<file path="config.mk">
export PLATFORM = sky130hd
export DESIGN_NAME = mem_guard
export DESIGN_NICKNAME = d
export VERILOG_FILES = /design/src/rtl/mg_pkg.sv /design/src/rtl/mg_tsel.sv /design/src/rtl/mg_viol.sv /design/src/rtl/mg_wstat.sv /design/src/rtl/mem_guard.sv
export SDC_FILE = /design/constraint.sdc
export NUM_CORES = 1
export LEC_CHECK = 0
export ABC_AREA = 1
export BUFFER_PORTS_ARGS = -buffer_cell sky130_fd_sc_hd__buf_2
export CAP_MARGIN = 10
export CORE_AREA = 2 2 39 41
export DETAILED_ROUTE_END_ITERATION = 7
export DIE_AREA = 0 0 41 43
export GPL_ROUTABILITY_DRIVEN = 1
export SETUP_SLACK_MARGIN = 0.02
export SLEW_MARGIN = 20
export SYNTH_ARGS = -nofsm -noshare
export SYNTH_HDL_FRONTEND = slang
export SYNTH_SLANG_ARGS = --single-unit
</file>
<file path="constraint.sdc">
create_clock -name clk -period 0.8 [get_ports clk]
set_input_delay 0.08 -clock clk [delete_from_list [all_inputs] [get_ports clk]]
set_output_delay 0.08 -clock clk [all_outputs]
set_load 0.02 [all_outputs]
</file>
<file path="src/rtl/mg_pkg.sv">
package mg_pkg;

    localparam int NSRC     = 4;
    localparam int SRC_KEY  = 0;
    localparam int SRC_EXEC = 1;
    localparam int SRC_PWP  = 2;
    localparam int SRC_BWP  = 3;

    typedef enum logic {
        WS_STROBE = 1'b0,
        WS_FLAG   = 1'b1
    } ws_mode_e;

    typedef struct packed {
        logic     err;
        logic     wok;
        logic     wflt;
        ws_mode_e mode;
    } mg_state_t;

endpackage

</file>
<file path="src/rtl/mg_tsel.sv">
module mg_tsel #(
    parameter int NT = 2,
    localparam int SW = (NT > 1) ? $clog2(NT) : 1
) (
    input  logic [NT-1:0] wp_tab,
    input  logic [SW-1:0] sel,
    output logic          wp_out
);
    always_comb begin
        wp_out = 1'b0;
        for (int i = 0; i < NT; i++) begin
            if (sel == SW'(i)) wp_out = wp_tab[i];
        end
    end
endmodule

</file>
<file path="src/rtl/mg_viol.sv">
module mg_viol
    import mg_pkg::*;
#(
    parameter int KEY_W = 4
) (
    input  logic [KEY_W-1:0] key_a,
    input  logic [KEY_W-1:0] key_p,
    input  logic             fetch,
    input  logic             wr,
    input  logic             xp,
    input  logic             pwp,
    input  logic             bwp,
    output logic [NSRC-1:0]  src
);
    logic dwr;

    always_comb begin
        dwr           = ~fetch & wr;
        src           = '0;
        src[SRC_KEY]  = (key_a != key_p);
        src[SRC_EXEC] = fetch & xp;
        src[SRC_PWP]  = dwr & pwp;
        src[SRC_BWP]  = dwr & bwp;
    end
endmodule

</file>
<file path="src/rtl/mg_wstat.sv">
module mg_wstat
    import mg_pkg::*;
(
    input  ws_mode_e mode,
    input  logic     wok,
    input  logic     wflt,
    output logic     pin
);
    always_comb begin
        unique case (mode)
            WS_STROBE: pin = ~wok;
            WS_FLAG:   pin = wflt;
            default:   pin = 1'b1;
        endcase
    end
endmodule

</file>
<file path="src/rtl/mem_guard.sv">
module mem_guard
    import mg_pkg::*;
#(
    parameter int KEY_W = 4
) (
    input  logic             clk,
    input  logic             rst_n,
    input  logic             cfg_we,
    input  logic             cfg_mode,
    input  logic             strb,
    input  logic             cyc_fetch,
    input  logic             cyc_wr,
    input  logic [KEY_W-1:0] key_cpu,
    input  logic [KEY_W-1:0] pg_key,
    input  logic             pg_xp,
    input  logic             pg_wp,
    input  logic             blk_wp_cpu,
    input  logic             blk_wp_dma,
    input  logic             dma_ack,
    output logic             prot_err_n,
    output logic             wr_stat
);
    localparam int NT = 2;

    mg_state_t       st_d, st_q;
    logic            bwp_sel;
    logic [NSRC-1:0] src;
    logic            viol;
    logic            dwr;
    logic            mode_q;

    mg_tsel #(.NT(NT)) u_tsel (
        .wp_tab ({blk_wp_dma, blk_wp_cpu}),
        .sel    (dma_ack),
        .wp_out (bwp_sel)
    );

    mg_viol #(.KEY_W(KEY_W)) u_viol (
        .key_a (key_cpu),
        .key_p (pg_key),
        .fetch (cyc_fetch),
        .wr    (cyc_wr),
        .xp    (pg_xp),
        .pwp   (pg_wp),
        .bwp   (bwp_sel),
        .src   (src)
    );

    always_comb begin
        viol = |src;
        dwr  = ~cyc_fetch & cyc_wr;
        st_d = st_q;
        if (cfg_we) st_d.mode = ws_mode_e'(cfg_mode);
        st_d.err  = strb & (st_q.err | viol);
        st_d.wok  = strb & dwr & ~viol & ~st_q.err;
        st_d.wflt = strb & dwr & (viol | st_q.wflt);
    end

    always_ff @(posedge clk or negedge rst_n) begin
        if (!rst_n) begin
            st_q <= '{err: 1'b0, wok: 1'b0, wflt: 1'b0, mode: WS_STROBE};
        end else begin
            st_q <= st_d;
        end
    end

    mg_wstat u_wstat (
        .mode (st_q.mode),
        .wok  (st_q.wok),
        .wflt (st_q.wflt),
        .pin  (wr_stat)
    );

    assign prot_err_n = ~st_q.err;
    assign mode_q     = st_q.mode;

endmodule

</file>
==> impl_metrics.py <==
metrics = {
    "routing": {
        "dr.pass1.iters": 1,
        "ant_nets": 0,
        "drt_iter0_drc": 0,
        "vias": 351,
        "drc": 0,
        "finalWirelength_microns": 656,
        "avgViaCountPerCell": 3.90,
        "wire_per_inst_microns": 7.29,
    },
    "placed_design": {
        "dpl.hpwl_microns": 509,
        "port_buffers": 21,
        "dp_cells": 84,
        "place_area_sq_um": 422,
        "place_ws_ns": -0.0542,
        "gp_congestion": 0.645,
    },
    "finish": {
        "areaGrowthSynthToFinish_pct": 67.1,
        "fillers": 151,
        "final_util_pct": 35.8,
        "drive_gt1_share_pct": 47.3,
        "regArea_sq_um": 100,
        "layout.nets": 96,
        "final_cells": 90,
        "multi_input_area_sq_um": 154,
        "antennaDiodeCount": 0,
        "design_area_sq_um": 495,
    },
    "worst_hold_path": {
        "holdPathStages": 3,
        "min_path_type": "primary input to flip-flop",
        "hold_start": "strb",
        "holdPathEnd": "st_q[3]",
    },
    "cts": {
        "clock_latency_ns": 0.23,
        "clock_sinks": 4,
        "cts_max_path_buffers": 2,
        "root_buffer": "clkbuf_4",
        "cts_tree": "yes",
        "path_clk_slew_ns": 0.04,
        "cts_buffers": 3,
        "h-tree-depth": 1,
    },
    "setup_path": {
        "crit_type": "flip-flop to output pin",
        "cpPeakStageDelay_ns": 0.38,
        "slowest_stage": "dfrtp_1",
        "r2r_start": "mode_q",
        "crit_fanout": 3,
        "reg2reg_depth": 2,
        "cp_num_buf_inv": 1,
        "crit_chain": "o21ai_1 > buf_4",
        "cp-start-kind": "flip-flop",
        "r2r-end": "mode_q",
        "end_kind": "output pin",
        "arrival_ns": 0.89,
        "crit_family": "flip-flops",
        "r2r_slack_ns": -0.10,
        "worstPathRequired_ns": 0.72,
    },
    "run_status": {
        "status": "complete, but fails checks",
        "violations": "setup timing",
    },
    "die": {
        "fp-row-count": 14,
        "fp.coreArea_sq_mm": 0.00138,
        "die_h_microns": 43,
        "fp.dieArea_sq_mm": 0.00176,
        "die_x_microns": 41,
        "io_pins": 22,
        "start_util_pct": 21.4,
    },
    "sta": {
        "holdWs_ns": 0.0628,
        "slew_viol_final": 0,
        "period_needed_ns": 0.971,
        "period_share_pct": 121,
        "worstMarginPinSlew_ns": 0.188,
        "finalHoldViolCount": 0,
        "fin_setup_tns_ns": -0.335,
        "clock_skew_ns": 0.00219,
        "rsz0062_at_grt": "true",
        "setup_viol": 4,
        "relSlewSlack_pct": 87.4,
        "setup_ws_ns": -0.171,
        "max_freq_mhz": 1030,
    },
    "synthesis": {
        "synth_area_sq_um": 297,
        "ys_types": 12,
        "synth_top_area_share_pct": 33.8,
        "ys_top_cells_by_area": "dfrtp_1, nand2_1, inv_1",
        "synth_edf_count": 0,
        "synth_fp_nets": 67,
        "yosysWarnings": 0,
        "synth_area_leader_cell": "dfrtp_1",
        "syn_inst": 47,
        "ys_async_sr_fraction_pct": 100,
        "synthTopCellsByCount": "nand2_1, inv_1, dfrtp_1, nor2_1",
        "ys_seq_area_share_pct": 33.8,
        "ys_ff_latch": 4,
        "yosysMostFrequentCell": "nand2_1",
        "synth_ff_type": "dfrtp_1",
        "avgSynthCellArea_sq_um": 6.31,
    },
    "power_and_ir_drop": {
        "peakVddDrop_v": 0.000585,
        "p_per_area_mw_per_mm2": 1310,
        "power_uw": 647,
        "p_leak_nw": 0.313,
    },
    "flow_run": {
        "maxCapViolCount": 0,
    },
    "global_routing": {
        "antenna_found_initial": 0,
        "grt_pass1_wl_microns": 966,
        "grt_util_all_layers_pct": 7.98,
        "grt_remaining_overflow": 0,
        "grt_pass1_vias": 296,
        "grt_max_degree": 5,
    },
}
==> where the power goes <==
group | internal, mW | switching [mW]
Clock | 0.168 | 0.0792
Sequential | 0.214 | 0.00622
Combinational | 0.0949 | 0.0856
==> sequential cells by signal, indices dropped and copies added, names as in the netlist <==
| register | flops |
|---|---|
| mode_q | 1 |
| st_q | 3 |
==> tightest hold or removal path: cells and delay by family <==
kind | cells | cell delay (ns)
simple gates | 1 | 0.04
buf+inv | 2 | 0.14
==> cells in the final DEF (no fill, tap or decap), drive strengths merged <==
cell type,netlist,final
o21ai,2,2
dlygate4sd3,0,1
nor2,5,5
buf,0,23
mux2,1,1
a21oi,1,1
inv,15,15
nand2,15,15
clkbuf,0,3
nand3,4,4
dfrtp,4,4
==> area by class of cell <==
class | instances | share of cell area [%]
multi-input combinational | 28 | 31.1
timing repair buffer | 24 | 28.8
sequential | 4 | 20.2
inverter | 15 | 11.4
clock buffer | 3 | 4.55
tap | 16 | 4.04
==> repair_timing <==
item                                    4_1_cts  5_1_grt
setup buffers                                 1        1
endpoints found under the hold margin         4        0
endpoints found under the setup margin        2        5
resized for setup                             3        4
pin swaps                                     1        1
hold buffers                                  1        0
==> routing by layer <==
| metal | track usage (%) | part of all wire [%] |
|---|---|---|
| met4 | 6.00 | 2.4 |
| met2 | 14.4 | 57 |
| met3 | 0 | 4.1 |
| met1 | 7.87 | 36 |
| met5 | 0 | 0 |
==> cells by family after synthesis <==
kind of cell           after synthesis  share of synthesized area (%)
flip-flops                           4                           33.8
buffers and inverters               15                           19.0
multiplexers                         1                           3.80
AO/OA/AOI/OAI                        3                           6.33
AND/OR/NAND/NOR                     24                           37.1
==> how the worst max path moves through the flow <==
stage	from	end	slack, ns	cells past startpoint
2_1_floorplan	mode_q	wr_stat	0.02	1
3_3_place_gp	cyc_fetch	st_q[3]	-0.03	9
3_5_place_dp	cyc_fetch	st_q[3]	-0.05	9
4_1_cts	mode_q	wr_stat	-0.17	2
5_1_grt	mode_q	wr_stat	-0.23	2
6_report	mode_q	wr_stat	-0.17	2
(Power assumes the default switching activity.)
